### src/rtl/parsync_pkg.sv
package parsync_pkg;

  localparam int REG_W = 32;

  // register byte offsets
  localparam logic [7:0] OFS_CTRL = 8'h00;
  localparam logic [7:0] OFS_STAT = 8'h04;
  localparam logic [7:0] OFS_RAW  = 8'h08;
  localparam logic [7:0] OFS_IEN  = 8'h0C;
  localparam logic [7:0] OFS_MSK  = 8'h10;
  localparam logic [7:0] OFS_CLR  = 8'h14;
  localparam logic [7:0] OFS_DATA = 8'h28;

  // control bit positions
  localparam int B_CKPOL  = 5;
  localparam int B_VPOL   = 6;
  localparam int B_RPOL   = 8;
  localparam int B_WID_LO = 10;
  localparam int B_EN     = 14;
  localparam int B_HS_LO  = 18;

  // flag and status bit positions
  localparam int B_OVR  = 1;
  localparam int B_RDY4 = 2;
  localparam int B_RDY1 = 3;

  // handshake modes
  localparam logic [2:0] HS_OFF        = 3'd0;
  localparam logic [2:0] HS_RDY        = 3'd1;
  localparam logic [2:0] HS_VLD        = 3'd2;
  localparam logic [2:0] HS_RDY_ON_VLD = 3'd5;
  localparam logic [2:0] HS_VLD_ON_RDY = 3'd6;

  localparam logic [1:0] WID_HALF = 2'd3;

  typedef struct packed {
    logic [2:0] hs;
    logic       en;
    logic [1:0] wid;
    logic       rpol;
    logic       vpol;
    logic       ckpol;
  } ctrl_t;

endpackage

### src/rtl/parsync_sync.sv
module parsync_sync #(
  parameter int W      = 1,
  parameter int STAGES = 2
) (
  input  logic         clk,
  input  logic         rst_n,
  input  logic [W-1:0] d,
  output logic [W-1:0] q
);

  logic [W-1:0] stage_q [STAGES];

  for (genvar s = 0; s < STAGES; s++) begin : g_stage
    logic [W-1:0] stage_d;
    if (s == 0) begin : g_first
      assign stage_d = d;
    end else begin : g_next
      assign stage_d = stage_q[s-1];
    end
    always_ff @(posedge clk or negedge rst_n) begin
      if (!rst_n) stage_q[s] <= '0;
      else        stage_q[s] <= stage_d;
    end
  end

  assign q = stage_q[STAGES-1];

endmodule

### src/rtl/parsync_pack.sv
module parsync_pack #(
  parameter int BYTE_W = 8,
  parameter int LANES  = 4,
  localparam int CNT_W  = $clog2(LANES) + 1,
  localparam int WORD_W = BYTE_W * LANES
) (
  input  logic                clk,
  input  logic                rst_n,
  input  logic                flush,
  input  logic                take,
  input  logic                wide,
  input  logic [2*BYTE_W-1:0] din,
  output logic                word_vld,
  output logic [WORD_W-1:0]   word,
  output logic [CNT_W-1:0]    fill
);

  logic [CNT_W-1:0] cnt_q, cnt_d;
  logic [CNT_W:0]   cnt_sum;

  for (genvar i = 0; i < LANES; i++) begin : g_lane
    logic              we;
    logic [BYTE_W-1:0] lane_d, lane_q;

    always_comb begin
      we     = 1'b0;
      lane_d = din[BYTE_W-1:0];
      if (take) begin
        if (CNT_W'(i) == cnt_q) begin
          we = 1'b1;
        end else if (wide && (CNT_W'(i) == cnt_q + 1'b1)) begin
          we     = 1'b1;
          lane_d = din[2*BYTE_W-1:BYTE_W];
        end
      end
    end

    always_ff @(posedge clk or negedge rst_n) begin
      if (!rst_n)  lane_q <= '0;
      else if (we) lane_q <= lane_d;
    end

    // completed word includes the bytes landing this cycle
    assign word[i*BYTE_W +: BYTE_W] = we ? lane_d : lane_q;
  end

  always_comb begin
    cnt_sum  = {1'b0, cnt_q} + (wide ? (CNT_W+1)'(2) : (CNT_W+1)'(1));
    cnt_d    = cnt_q;
    word_vld = 1'b0;
    if (flush) begin
      cnt_d = '0;
    end else if (take) begin
      if (cnt_sum >= (CNT_W+1)'(LANES)) begin
        word_vld = 1'b1;
        cnt_d    = '0;
      end else begin
        cnt_d = cnt_sum[CNT_W-1:0];
      end
    end
  end

  always_ff @(posedge clk or negedge rst_n) begin
    if (!rst_n) cnt_q <= '0;
    else        cnt_q <= cnt_d;
  end

  assign fill = cnt_q;

endmodule

### src/rtl/parsync_fifo.sv
module parsync_fifo #(
  parameter int W     = 32,
  parameter int DEPTH = 8,
  localparam int AW   = $clog2(DEPTH),
  localparam int CW   = $clog2(DEPTH + 1)
) (
  input  logic          clk,
  input  logic          rst_n,
  input  logic          flush,
  input  logic          push,
  input  logic [W-1:0]  push_data,
  input  logic          pop,
  output logic [W-1:0]  head,
  output logic [CW-1:0] count,
  output logic          full,
  output logic          empty
);

  logic [W-1:0]  mem [DEPTH];
  logic [AW-1:0] wp_q, wp_d, rp_q, rp_d;
  logic [CW-1:0] cnt_q, cnt_d;
  logic          do_push, do_pop;

  function automatic logic [AW-1:0] bump(input logic [AW-1:0] p);
    return (p == AW'(DEPTH - 1)) ? '0 : p + 1'b1;
  endfunction

  assign full    = (cnt_q == CW'(DEPTH));
  assign empty   = (cnt_q == '0);
  assign do_push = push && !full && !flush;
  assign do_pop  = pop && !empty && !flush;

  always_comb begin
    wp_d  = wp_q;
    rp_d  = rp_q;
    cnt_d = cnt_q;
    if (flush) begin
      wp_d  = '0;
      rp_d  = '0;
      cnt_d = '0;
    end else begin
      if (do_push) wp_d = bump(wp_q);
      if (do_pop)  rp_d = bump(rp_q);
      case ({do_push, do_pop})
        2'b10:   cnt_d = cnt_q + 1'b1;
        2'b01:   cnt_d = cnt_q - 1'b1;
        default: cnt_d = cnt_q;
      endcase
    end
  end

  always_ff @(posedge clk or negedge rst_n) begin
    if (!rst_n) begin
      wp_q  <= '0;
      rp_q  <= '0;
      cnt_q <= '0;
    end else begin
      wp_q  <= wp_d;
      rp_q  <= rp_d;
      cnt_q <= cnt_d;
    end
  end

  always_ff @(posedge clk) begin
    if (do_push) mem[wp_q] <= push_data;
  end

  assign head  = mem[rp_q];
  assign count = cnt_q;

endmodule

### src/rtl/parsync_rx.sv
module parsync_rx
  import parsync_pkg::*;
#(
  parameter int BYTE_W      = 8,
  parameter int LANES       = 4,
  parameter int FIFO_DEPTH  = 8,
  parameter int ADDR_W      = 8,
  parameter int SYNC_STAGES = 2
) (
  input  logic                clk,
  input  logic                rst_n,
  input  logic                pclk_in,
  input  logic [2*BYTE_W-1:0] pdata_in,
  input  logic                vld_pin_i,
  output logic                vld_pin_o,
  output logic                vld_pin_oe,
  input  logic                rdy_pin_i,
  output logic                rdy_pin_o,
  output logic                rdy_pin_oe,
  input  logic                bus_sel,
  input  logic                bus_wr,
  input  logic [ADDR_W-1:0]   bus_addr,
  input  logic [REG_W-1:0]    bus_wdata,
  output logic [REG_W-1:0]    bus_rdata,
  output logic                irq
);

  localparam int PIN_W    = 2 * BYTE_W;
  localparam int WORD_W   = BYTE_W * LANES;
  localparam int FILL_W   = $clog2(LANES) + 1;
  localparam int FCNT_W   = $clog2(FIFO_DEPTH + 1);
  localparam int BUNDLE_W = PIN_W + 3;

  // ---------------- register state ----------------
  ctrl_t ctrl_q, ctrl_d;
  logic  ier_q, ier_d;
  logic  ris_q, ris_d;

  // ---------------- bus decode ----------------
  logic rd_en, wr_en;
  logic hit_ctrl, hit_stat, hit_raw, hit_ien, hit_msk, hit_clr, hit_data;
  logic clr_hit, pop_req, underrun;

  assign rd_en    = bus_sel && !bus_wr;
  assign wr_en    = bus_sel && bus_wr;
  assign hit_ctrl = (bus_addr == ADDR_W'(OFS_CTRL));
  assign hit_stat = (bus_addr == ADDR_W'(OFS_STAT));
  assign hit_raw  = (bus_addr == ADDR_W'(OFS_RAW));
  assign hit_ien  = (bus_addr == ADDR_W'(OFS_IEN));
  assign hit_msk  = (bus_addr == ADDR_W'(OFS_MSK));
  assign hit_clr  = (bus_addr == ADDR_W'(OFS_CLR));
  assign hit_data = (bus_addr == ADDR_W'(OFS_DATA));
  assign clr_hit  = wr_en && hit_clr && bus_wdata[B_OVR];

  // ---------------- input synchronization ----------------
  logic [BUNDLE_W-1:0] raw_in, sync_out;
  logic                s_pclk, s_vld, s_rdy;
  logic [PIN_W-1:0]    s_data;
  logic                pclk_prev_q;

  assign raw_in = {pclk_in, vld_pin_i, rdy_pin_i, pdata_in};

  parsync_sync #(.W(BUNDLE_W), .STAGES(SYNC_STAGES)) u_sync (
    .clk   (clk),
    .rst_n (rst_n),
    .d     (raw_in),
    .q     (sync_out)
  );

  assign {s_pclk, s_vld, s_rdy, s_data} = sync_out;

  always_ff @(posedge clk or negedge rst_n) begin
    if (!rst_n) pclk_prev_q <= 1'b0;
    else        pclk_prev_q <= s_pclk;
  end

  // ---------------- edge and qualifier ----------------
  logic edge_rise, edge_fall, edge_hit;
  logic use_vld, vld_level, vld_ok;
  logic sample, take, overrun;

  assign edge_rise = s_pclk && !pclk_prev_q;
  assign edge_fall = !s_pclk && pclk_prev_q;
  assign edge_hit  = ctrl_q.ckpol ? edge_rise : edge_fall;

  always_comb begin
    use_vld   = 1'b0;
    vld_level = s_vld;
    case (ctrl_q.hs)
      HS_VLD:        use_vld = 1'b1;
      HS_VLD_ON_RDY: begin
        use_vld   = 1'b1;
        vld_level = s_rdy;
      end
      default:       use_vld = 1'b0;
    endcase
  end

  assign vld_ok  = !use_vld || (vld_level == ctrl_q.vpol);
  assign sample  = ctrl_q.en && edge_hit && vld_ok;

  // ---------------- packing and storage ----------------
  logic              fifo_full, fifo_empty, push;
  logic [WORD_W-1:0] packed_word, head;
  logic [FILL_W-1:0] fill;
  logic [FCNT_W-1:0] fcnt;
  logic              flush, pop;

  assign take     = sample && !fifo_full;
  assign overrun  = sample && fifo_full;
  assign flush    = !ctrl_q.en;
  assign pop_req  = rd_en && hit_data;
  assign pop      = pop_req && !fifo_empty;
  assign underrun = pop_req && fifo_empty;

  parsync_pack #(.BYTE_W(BYTE_W), .LANES(LANES)) u_pack (
    .clk      (clk),
    .rst_n    (rst_n),
    .flush    (flush),
    .take     (take),
    .wide     (ctrl_q.wid == WID_HALF),
    .din      (s_data),
    .word_vld (push),
    .word     (packed_word),
    .fill     (fill)
  );

  parsync_fifo #(.W(WORD_W), .DEPTH(FIFO_DEPTH)) u_fifo (
    .clk       (clk),
    .rst_n     (rst_n),
    .flush     (flush),
    .push      (push),
    .push_data (packed_word),
    .pop       (pop),
    .head      (head),
    .count     (fcnt),
    .full      (fifo_full),
    .empty     (fifo_empty)
  );

  // ---------------- handshake outputs ----------------
  logic ready, rdy_level;

  assign ready      = ctrl_q.en && !fifo_full;
  assign rdy_level  = ctrl_q.rpol ? ready : !ready;
  assign rdy_pin_oe = (ctrl_q.hs == HS_RDY);
  assign vld_pin_oe = (ctrl_q.hs == HS_RDY_ON_VLD);
  assign rdy_pin_o  = rdy_pin_oe && rdy_level;
  assign vld_pin_o  = vld_pin_oe && rdy_level;

  // ---------------- register next state ----------------
  logic ovr_set;
  assign ovr_set = overrun || underrun;

  always_comb begin
    ctrl_d = ctrl_q;
    ier_d  = ier_q;
    ris_d  = ris_q;
    if (wr_en && hit_ctrl) begin
      if (ctrl_q.en) begin
        ctrl_d.en = bus_wdata[B_EN];
      end else begin
        ctrl_d.ckpol = bus_wdata[B_CKPOL];
        ctrl_d.vpol  = bus_wdata[B_VPOL];
        ctrl_d.rpol  = bus_wdata[B_RPOL];
        ctrl_d.wid   = bus_wdata[B_WID_LO +: 2];
        ctrl_d.en    = bus_wdata[B_EN];
        ctrl_d.hs    = bus_wdata[B_HS_LO +: 3];
      end
    end
    if (wr_en && hit_ien) ier_d = bus_wdata[B_OVR];
    if (ovr_set)          ris_d = 1'b1;
    else if (clr_hit)     ris_d = 1'b0;
  end

  always_ff @(posedge clk or negedge rst_n) begin
    if (!rst_n) begin
      ctrl_q <= '0;
      ier_q  <= 1'b0;
      ris_q  <= 1'b0;
    end else begin
      ctrl_q <= ctrl_d;
      ier_q  <= ier_d;
      ris_q  <= ris_d;
    end
  end

  // ---------------- read mux ----------------
  logic mis;
  assign mis = ris_q && ier_q;
  assign irq = mis;

  always_comb begin
    bus_rdata = '0;
    if (rd_en) begin
      if (hit_ctrl) begin
        bus_rdata[B_CKPOL]        = ctrl_q.ckpol;
        bus_rdata[B_VPOL]         = ctrl_q.vpol;
        bus_rdata[B_RPOL]         = ctrl_q.rpol;
        bus_rdata[B_WID_LO +: 2]  = ctrl_q.wid;
        bus_rdata[B_EN]           = ctrl_q.en;
        bus_rdata[B_HS_LO +: 3]   = ctrl_q.hs;
      end
      if (hit_stat) begin
        bus_rdata[B_RDY4] = !fifo_empty;
        bus_rdata[B_RDY1] = !fifo_empty || (fill != '0);
      end
      if (hit_raw) bus_rdata[B_OVR] = ris_q;
      if (hit_ien) bus_rdata[B_OVR] = ier_q;
      if (hit_msk) bus_rdata[B_OVR] = mis;
      if (hit_data && !fifo_empty) bus_rdata = REG_W'(head);
    end
  end

  logic unused_bits;
  assign unused_bits = ^{bus_wdata, fcnt};

endmodule

### config.mk
export PLATFORM = sky130hd
export DESIGN_NAME = parsync_rx
export DESIGN_NICKNAME = d
export VERILOG_FILES = /design/src/rtl/parsync_pkg.sv /design/src/rtl/parsync_sync.sv /design/src/rtl/parsync_pack.sv /design/src/rtl/parsync_fifo.sv /design/src/rtl/parsync_rx.sv
export SDC_FILE = /design/constraint.sdc
export NUM_CORES = 1
export LEC_CHECK = 0
export BUFFER_PORTS_ARGS = -buffer_cell sky130_fd_sc_hd__buf_2
export CAP_MARGIN = 10
export CORE_UTILIZATION = 35
export DETAILED_ROUTE_END_ITERATION = 16
export REMOVE_ABC_BUFFERS = 1
export SKIP_LAST_GASP = 1
export SLEW_MARGIN = 25
export SYNTH_ARGS = -nofsm -noshare
export SYNTH_HDL_FRONTEND = slang
export SYNTH_HIERARCHICAL = 1
export SYNTH_SLANG_ARGS = --single-unit
### constraint.sdc
create_clock -name clk -period 13.7 [get_ports clk]
set_input_delay 1.37 -clock clk [delete_from_list [all_inputs] [get_ports clk]]
set_output_delay 1.37 -clock clk [all_outputs]
set_load 0.1 [all_outputs]
After elaboration in Yosys (flattened, before gate mapping)
Memory sizes are Yosys's and may differ from the RTL's.
Index checks and enable logic that the tools add are counted.
{"block": "classes", "addsub": 6, "magnitude_cmp": 1, "eq_ne": 27, "muxes": 62, "bitwise_logic": 1, "n_reduce_logical": 46}
{"cell": "$mux W8", "count": 16}
{"cell": "$mux W32", "count": 2}
{"cell": "$mux W3", "count": 10}
{"cell": "$logic_and A1 B1 Y1", "count": 28}
{"cell": "$mux W1", "count": 28}
{"cell": "$eq A8 B4 Y1 const B", "count": 2}
{"cell": "$eq A8 B5 Y1 const B", "count": 2}
{"cell": "$eq A2 B3 Y1 const A", "count": 4}
{"cell": "$eq A3 B3 Y1 const B", "count": 4}
{"cell": "$add A3 B1 Y3 const B", "count": 3}
{"cell": "$eq A8 B3 Y1 const B", "count": 1}
{"cell": "$eq A8 B6 Y1 const B", "count": 1}
{"cell": "$logic_not A8 Y1", "count": 1}
{"cell": "$mux W2", "count": 4}
{"cell": "$pmux W4 S2", "count": 1}
{"cell": "$logic_not A1 Y1", "count": 7}
{"cell": "$eq A1 B3 Y1 const A", "count": 2}
{"cell": "$logic_not A3 Y1", "count": 2}
{"cell": "$ne A2 B1 Y1 const B", "count": 3}
{"cell": "$add A3 B4 Y4", "count": 1}
{"cell": "$add A4 B1 Y4 const B", "count": 1}
{"cell": "$eq A2 B2 Y1 const B", "count": 2}
{"cell": "$eq A4 B4 Y1 const B", "count": 1}
{"cell": "$ge A4 B3 Y1 const B", "count": 1}
{"cell": "14 further kinds", "count": 16}
{"block": "totals", "regBits": 95, "ram_bits": 256, "word_cells": 163, "n_memories": 1}
{"name": "u_fifo.mem", "words": 8, "word_bits": 32, "rd": 1, "rd_ports_with_merged_regs": 0, "write_ports": 1, "line_no": "parsync_fifo.sv:19", "rtl": "logic [W-1:0] mem [DEPTH];"}

Depth between registers and ports, before layout
Gate-level depths: netlist (run 1).
{"block": "logic_depth", "ltp_word": 14, "mapped_depth": 18, "ltp_nobuf": 14}

Modules after synthesis
Netlist (run 1), hierarchy kept.
{"module": "parsync_fifo", "instances": 1, "cells_per_inst": 450, "area_per_inst_um2": 10336.2, "seq_area_each_um2": 7937.6}
{"module": "parsync_pack", "instances": 1, "cells_per_inst": 140, "area_per_inst_um2": 1878.1, "seq_area_each_um2": 875.8}
{"module": "parsync_rx", "instances": 1, "cells_per_inst": 121, "area_per_inst_um2": 1104.8, "seq_area_each_um2": 300.3}
{"module": "parsync_sync", "instances": 1, "cells_per_inst": 38, "area_per_inst_um2": 950.9, "seq_area_each_um2": 950.9}

Worst setup path before layout (run 1)
Ideal clock, no wire load.
{"block": "synth_path", "path_kind": "register to register", "startpoint": "reg u_fifo.cnt_q[1] (netlist: u_fifo/count[1])", "endpoint": "mem u_fifo.mem[0][0], enable pin", "setup_time_ps": 513, "arrival_ps": 5781, "setup_slack_ps": 7406, "path_stages_with_launch": 13, "n_path_buf": 4, "synth_period_minus_slack_ps": 6294, "cell_sequence": "dfrtp_1 or4b_1 buf_2 inv_1 nor3_1 buf_6 clkbuf_1 o21ai_0 a31oi_1 nor2b_1 clkbuf_1 nand2_1 nor4b_1"}
{"block": "synth_via", "elab_chain_len": 9}
{"item": "from (decl)", "line_no": "parsync_fifo.sv:21", "rtl": "logic [CW-1:0] cnt_q, cnt_d;"}
{"item": "from (signal assigned)", "line_no": "parsync_fifo.sv:60", "rtl": "cnt_q <= cnt_d;"}
{"item": "$eq A4 B4 Y1", "line_no": "parsync_fifo.sv:28", "rtl": "assign full = (cnt_q == CW'(DEPTH));"}
{"item": "net fifo_full", "line_no": "parsync_rx.sv:103", "rtl": "logic fifo_full, fifo_empty, push;"}
{"item": "$logic_not A1 Y1", "line_no": "parsync_rx.sv:109", "rtl": "assign take = sample && !fifo_full;"}
{"item": "$logic_and A1 B1 Y1", "line_no": "parsync_rx.sv:109"}
{"item": "net take", "line_no": "parsync_rx.sv:80", "rtl": "logic sample, take, overrun;"}
{"item": "$mux W1", "line_no": "parsync_pack.sv:53", "rtl": "end else if (take) begin"}
{"item": "$mux W1", "line_no": "parsync_pack.sv:51", "rtl": "if (flush) begin"}
{"item": "net push", "line_no": "parsync_rx.sv:103"}
{"item": "$logic_and A1 B1 Y1 (2 in a row)", "line_no": "parsync_fifo.sv:30", "rtl": "assign do_push = push && !full && !flush;"}
{"item": "$mux W1", "line_no": "parsync_fifo.sv:65", "rtl": "if (do_push) mem[wp_q] <= push_data;"}
{"item": "$mux W1 (implied by the code)", "line_no": "parsync_fifo.sv:65"}
{"item": "to (decl)", "line_no": "parsync_fifo.sv:19"}
The timed path passes the listed nets, and every way through them passes these cells.

Final worst setup path (run 1)
{"block": "layout_path", "startpoint": "in bus_addr[7]", "endpoint": "out bus_rdata[0]"}
{"block": "layout_via", "elab_chain_len": 4}
{"item": "from (decl)", "line_no": "parsync_rx.sv:22", "rtl": "input logic [ADDR_W-1:0] bus_addr,"}
{"item": "$eq A8 B6 Y1", "line_no": "parsync_rx.sv:52", "rtl": "assign hit_data = (bus_addr == ADDR_W'(OFS_DATA));"}
{"item": "$logic_and A1 B1 Y1", "line_no": "parsync_rx.sv:211", "rtl": "if (hit_data && !fifo_empty) bus_rdata = REG_W'(head);"}
{"item": "$mux W32", "line_no": "parsync_rx.sv:211"}
{"item": "$mux W32", "line_no": "parsync_rx.sv:195", "rtl": "if (rd_en) begin"}
{"item": "to (decl)", "line_no": "parsync_rx.sv:24", "rtl": "output logic [REG_W-1:0] bus_rdata,"}
No other way between the ends.

==> flow_metrics.env, run 1 <==
export IMPL_outcome="finished, final reports clean"
export IMPL_critPathMaxFanout=20
export IMPL_nNetsFinal=914
export IMPL_cts_root_buf="clkbuf_16"
export IMPL_synthTopCellsByArea="edfxtp_1 54%, dfrtp_1 17%, mux4_2 10%"
export IMPL_cts_htree_levels=2
export IMPL_drc=0
export IMPL_globalplace_congestion=0.770
export IMPL_worst_pin_slew_ns=1.04
export IMPL_drt_iter0_drc=482
export IMPL_clk_path_buf_depth=3
export IMPL_critPathKind="primary input to output port"
export IMPL_yosysTopAreaCell="edfxtp_1"
export IMPL_synth_xor_area_share_pct=0.184
export IMPL_cts_setup_buffers=0
export IMPL_synth_most_common_cell="edfxtp_1"
export IMPL_cp_top_family="simple AND/OR/NAND/NOR gates"
export IMPL_yosys_area_share_simple_pct=6.33
export IMPL_cp_slowest_cell="nor4_4"
export IMPL_synth_fa_ha_area_share_pct=1.16
export IMPL_p_leak_uw=0.00538
export IMPL_grt_pass1_wl_um=45300
export IMPL_power_density_mw_per_mm2=130
export IMPL_cp_end_kind="output port"
export IMPL_multi_input_comb_area_sq_mm=0.00401
export IMPL_synth_top_area_share_pct=53.9
export IMPL_vias=7155
export IMPL_holdBufCountCts=0
export IMPL_muxShareOfSynthArea_pct=15.9
export IMPL_synth_edf_count=256
export IMPL_wl_um=29500
export IMPL_hpwl_um=17300
export IMPL_cts_buffers_inserted=35
export IMPL_finalClockSkew_ns=0.0260
export IMPL_reg2reg_slack_ns=9.12
export IMPL_vias_per_cell=5.14
export IMPL_grt_max_degree=76
export IMPL_wire_per_inst_um=21.2
export IMPL_rsz0062_at_grt="no"
export IMPL_die_area_sq_mm=0.0416
export IMPL_cts_resized=0
export IMPL_ys_types=72
export IMPL_critical_path_required_ns=12.33
export IMPL_clock_sinks=351
export IMPL_synth_top_family_by_area="multiplexers"
export IMPL_io_buffers=77
export IMPL_critical_path_max_stage_delay_ns=0.74
export IMPL_netlist_area_sq_mm=0.0143
export IMPL_seq_area_sq_mm=0.0101
export IMPL_start_util_pct=35.7
export IMPL_finalInstanceArea_sq_mm=0.0164
export IMPL_dpl_cell_area_sq_mm=0.0153
export IMPL_max_cap_viol_count=0
export IMPL_tns_ns=0
export IMPL_setup_viol=0
export IMPL_critPathBufInv=3
export IMPL_async_reset_ff_share_pct=27.1
export IMPL_drive_gt1_share_pct=34.6
export IMPL_fin_crit_sh_pct=38.7
export IMPL_syn2layout_area_growth_pct=15.0
export IMPL_peakVddDrop_uv=78.5
export IMPL_insertion_delay_ns=0.52
export IMPL_hold_class="flop to flop"
export IMPL_cp_start_kind="primary input"
export IMPL_grt_overflow=0
export IMPL_clkTransAtPathRegs_ns=0.06
export IMPL_grt_pass1_vias=7363
export IMPL_max_slew_margin_pct=30.0
export IMPL_grtUsageTotal_pct=14.5
export IMPL_coreArea_sq_mm=0.0400
export IMPL_antenna_found_initial=0
export IMPL_fmax_mhz=189
export IMPL_chipHeight_um=204
export IMPL_cts_tree="yes"
export IMPL_post_route_min_period_ns=5.30
export IMPL_postSynthAreaPerCell_sq_um=19.1
export IMPL_antenna_left=0
export IMPL_die_w_um=204
export IMPL_synth_main_ff_cell="edfxtp_1"
export IMPL_synth_compound_area_share_pct=4.07
export IMPL_synth_top_cells_by_count="256 x edfxtp_1, 95 x dfrtp_1, 64 x mux4_2"
export IMPL_yosys_register_bits=351
export IMPL_synthCells=749
export IMPL_antenna_diode_count=0
export IMPL_fillCellCount=3613
export IMPL_ys_seq_area_share_pct=70.5
export IMPL_synth_warnings=6
export IMPL_slew_violations=0
export IMPL_std_cell_rows=73
export IMPL_arrival_ns=3.93
export IMPL_cp_cell_sequence="buf_2, or4_4, nor4_4, buf_4, and2_1, buf_2"
export IMPL_dr_pass1_iters=4
export IMPL_hold_viol_final=0
export IMPL_path_common_cell="buf_2"
export IMPL_boundaryPins=100
-- metrics by stage --
step,setup slack (ns),hold slack [ns],power [uW],cells,utilization (%)
floorplan,6.38,0.331,1190,709,-
global placement,8.34,0.332,1220,1327,38.2
detailed placement,8.31,0.335,1220,1327,38.2
CTS,8.30,0.347,2150,1391,41.0
global route,8.25,0.355,2200,1391,41.0
finish,8.40,0.346,2130,1391,41.0
-- per-layer routing --
| layer | track usage (%) | wire, um | vias to the layer above | part of all wire (%) |
|---|---|---|---|---|
| met5 | 0 | 0 | - | 0 |
| met4 | 4.03 | 553 | 0 | 1.9 |
| met3 | 2.09 | 1010 | 46 | 3.4 |
| met2 | 24.2 | 14700 | 106 | 50 |
| met1 | 19.7 | 13200 | 3786 | 45 |
| li1 | - | - | 3217 | - |
-- layout by cell type, fill, tap and decap left out, drive strengths merged, types with 4 or more instances in the layout --
master   synthesis  layout
inv              7       8
nand3b           4       4
and3             8       8
nor3            11      11
mux4            64      64
dfrtp           95      95
a221o           15      15
nor2            13      13
clkbuf          17      50
mux2i            9       9
o22ai            8       8
nand2            7       7
a22o             7       7
mux2            60      60
a21oi           10      10
and2            30      30
buf             23      93
nand2b           4       4
nor2b            6       6
clkinv           0      11
nand4            6       6
edfxtp         256     256
or3              4       4
nor3b            6       6
ha              10      10
nand3            6       6
nor4             9       9
a2bb2oi          8       8
-- flip-flops by register name (all words and copies together), names as in the netlist, 3 cells and up --
register,flops
u_fifo/wp_q,3
u_pack/fill,3
u_fifo/count,4
u_sync/q,19
u_fifo/mem,256
u_pack/g_lane.lane_q,32
u_fifo/rp_q,3
u_sync/g_stage.stage_d,19
ctrl_q,9
-- area by class of cell --
| cell class | instances | share of cell area, % |
|---|---|---|
| Clock buffer | 50 | 6.24 |
| Sequential cell | 351 | 61.3 |
| Tap cell | 525 | 4.00 |
| Inverter | 7 | 0.160 |
| Clock inverter | 14 | 0.732 |
| Timing Repair Buffer | 93 | 3.12 |
| Multi-Input combinational cell | 351 | 24.4 |
-- path summary, 6_finish.rpt --
| kind | endpoint | depth (start not counted) | startpoint |
|---|---|---|---|
| max in group asynchronous | u_fifo/rp_q[0]$_DFFE_PN0P_ | 2 | rst_n |
| min in group asynchronous | u_sync/g_stage[1].stage_d[17]$_DFF_PN0_ | 1 | rst_n |
| hold / removal | u_sync/q[14]$_DFF_PN0_ | 0 | u_sync/g_stage[1].stage_d[14]$_DFF_PN0_ |
| setup / recovery | bus_rdata[0] | 6 | bus_addr[7] |
| setup reg to reg | u_fifo/mem[3][10]$_DFFE_PP_ | 10 | u_fifo/count[0]$_DFFE_PN0P_ |
| hold reg to reg | u_sync/q[14]$_DFF_PN0_ | 0 | u_sync/g_stage[1].stage_d[14]$_DFF_PN0_ |
-- logic make-up (layout without fill, tap and decap cells) --
group / count (synthesis) / after routing
xor+xnor: 3 / 3
flops: 351 / 351
mux: 133 / 133
fa+ha+maj: 12 / 12
compound gates: 68 / 68
simple gates: 135 / 135
buf+inv: 47 / 164
-- where the power goes --
| part | total (uW) | switching (uW) | internal, uW |
|---|---|---|---|
| clock network | 935 | 390 | 545 |
| logic | 38.3 | 26.4 | 11.9 |
| registers | 1160 | 6.84 | 1150 |
Note: power is estimated with default switching activity, not from simulation.
==> run 2: changes to the inputs <==
==> constraint.sdc (replaced) <==
create_clock -name clk -period 4.5 [get_ports clk]
set_input_delay 0.45 -clock clk [delete_from_list [all_inputs] [get_ports clk]]
set_output_delay 0.45 -clock clk [all_outputs]
set_load 0.1 [all_outputs]
==> run 2 against run 1 <==
- global-route usage up 0.17 points
- die area unchanged
- highest routed layer unchanged
- final area up 0.40%
- flip-flop and latch count unchanged
- critical path depth up 9
- routed wire length up 0.52%
==> flow_metrics.env, run 2 (synthesis results as in run 1) <==
export IMPL_outcome="finished, final reports clean"
export IMPL_antenna_diode_count=0
export IMPL_fin_crit_sh_pct=83.4
export IMPL_r2r_cells=15
export IMPL_drive_gt1_share_pct=34.8
export IMPL_final_core_util_pct=41.2
export IMPL_reg2reg_slack_ns=0.75
export IMPL_fillCellCount=3596
export IMPL_grtUsageTotal_pct=14.7
export IMPL_hpwl_um=16800
export IMPL_power_density_mw_per_mm2=397
export IMPL_drt_iter0_drc=474
export IMPL_grt_pass1_vias=7359
export IMPL_cts_buffers_inserted=35
export IMPL_holdCritStartpoint="pclk_in"
export IMPL_crit_cells=15
export IMPL_cp_start_kind="flop"
export IMPL_largest_register="u_fifo/mem"
export IMPL_grt_overflow=0
export IMPL_largest_register_ffs=256
export IMPL_dp_cells=1327
export IMPL_antenna_left=0
export IMPL_syn2layout_area_growth_pct=15.5
export IMPL_wl_um=29600
export IMPL_coreArea_sq_mm=0.0400
export IMPL_clkTransAtPathRegs_ns=0.06
export IMPL_chipHeight_um=204
export IMPL_critPathBufInv=2
export IMPL_die_w_um=204
export IMPL_post_route_min_period_ns=3.75
export IMPL_arrival_ns=4.21
export IMPL_cp_top_family="simple AND/OR/NAND/NOR gates"
export IMPL_vias_per_cell=5.12
export IMPL_globalplace_congestion=0.777
export IMPL_worst_pin_slew_ns=0.991
export IMPL_critPathMaxFanout=9
export IMPL_std_cell_rows=73
export IMPL_final_common_cell="edfxtp_1"
export IMPL_clock_sinks=351
export IMPL_hold_path_end="u_sync/g_stage[1].stage_d[18]$_DFF_PN0_"
export IMPL_hold_viol_final=0
export IMPL_peakVddDrop_uv=255
export IMPL_reg_largest_list="u_fifo/mem: 256 flops, u_pack/g_lane.lane_q: 32 flops"
export IMPL_setup_viol=0
export IMPL_clk_path_buf_depth=3
export IMPL_dr_pass1_iters=4
export IMPL_nNetsFinal=916
export IMPL_critical_path_required_ns=4.96
export IMPL_grt_pass1_wl_um=45300
export IMPL_slew_violations=0
export IMPL_critical_path_max_stage_delay_ns=0.41
export IMPL_cp_slowest_cell="a2111oi_0"
export IMPL_antenna_found_initial=0
export IMPL_boundaryPins=100
export IMPL_holdPathStages=1
export IMPL_max_slew_margin_pct=33.7
export IMPL_final_cell_mix="256 x edfxtp_1, 93 x dfrtp_1, 76 x buf_2"
export IMPL_max_cap_viol_count=0
export IMPL_regToRegStartpoint="ctrl_q[4]$_DFFE_PN0P_"
export IMPL_r2r_end="u_fifo/count[3]$_DFFE_PN0P_"
export IMPL_cp_end_kind="flop"
export IMPL_rsz0062_at_grt="no"
export IMPL_finalClockSkew_ns=0.0253
export IMPL_io_buffers=77
export IMPL_drc=0
export IMPL_cp_cell_sequence="and2_1, inv_1, ha_1, fa_1, o21ai_0, a31oi_1, nor2b_1, buf_4, a21oi_2, nor2b_1, ha_1, a21o_1, a2111oi_0, mux2i_1, or3b_1"
export IMPL_die_area_sq_mm=0.0416
export IMPL_cts_resized=0
export IMPL_critPathKind="flop to flop"
export IMPL_cts_htree_levels=2
export IMPL_cts_tree="yes"
export IMPL_insertion_delay_ns=0.53
export IMPL_vias=7123
export IMPL_wire_per_inst_um=21.3
export IMPL_cts_root_buf="clkbuf_16"
export IMPL_grt_max_degree=67
export IMPL_hold_class="primary input to flop"
export IMPL_p_leak_uw=0.00596
export IMPL_fin_cells=1392
export IMPL_start_util_pct=35.7
export IMPL_fmax_mhz=266
-- run 2: cell type report --
class,instances,area [sq um],share of cell area [%]
Timing Repair Buffer,95,566,3.43
Clock buffer,46,968,5.88
Tap cell,525,657,3.99
Multi-Input combinational cell,351,4010,24.3
Sequential cell,351,10100,61.1
Clock inverter,17,189,1.15
Inverter,7,26.3,0.159
-- run 2: worst max-delay path by stage --
stage / from / endpoint
after floorplan: u_fifo/count[0]$_DFFE_PN0P_ / u_fifo/mem[0][0]$_DFFE_PP_
after global placement: ctrl_q[4]$_DFFE_PN0P_ / u_fifo/count[3]$_DFFE_PN0P_
after detailed placement: ctrl_q[4]$_DFFE_PN0P_ / u_fifo/count[3]$_DFFE_PN0P_
after CTS: ctrl_q[4]$_DFFE_PN0P_ / u_fifo/count[3]$_DFFE_PN0P_
after global routing: ctrl_q[4]$_DFFE_PN0P_ / u_fifo/count[3]$_DFFE_PN0P_
final: ctrl_q[4]$_DFFE_PN0P_ / u_fifo/count[3]$_DFFE_PN0P_
-- run 2: power by group --
part / total [uW] / switching [uW] / internal (uW)
sequential: 3520 / 19.4 / 3500
clock: 2900 / 1190 / 1700
combinational: 118 / 80.7 / 36.8
-- run 2: routing by layer --
metal	up-vias	share of wire [%]	GRT usage, %
li1	3218	-	-
met1	3746	43	19.1
met2	121	51	25.2
met3	38	3.3	2.18
met4	0	2.1	4.65
met5	-	0	0
-- run 2: per-stage QoR --
step	power, uW	TNS, ns	worst slack (ns)	area (sq um)	hold WS [ns]
final	6540	0	0.747	16500	0.0324
after global routing	6750	0	0.396	16500	0.0128
after CTS	6620	0	0.721	16500	0.00507
after detailed placement	3710	0	0.731	15300	0.335
after global placement	3700	0	0.744	15300	0.333
after floorplan	3640	-399.17	-2.82	14000	0.154
-- run 2: what timing repair did --
action / CTS / global route
hold buffers: 2 / 0
buffers inserted: 0 / 0
endpoints found under the hold margin: 2 / 0
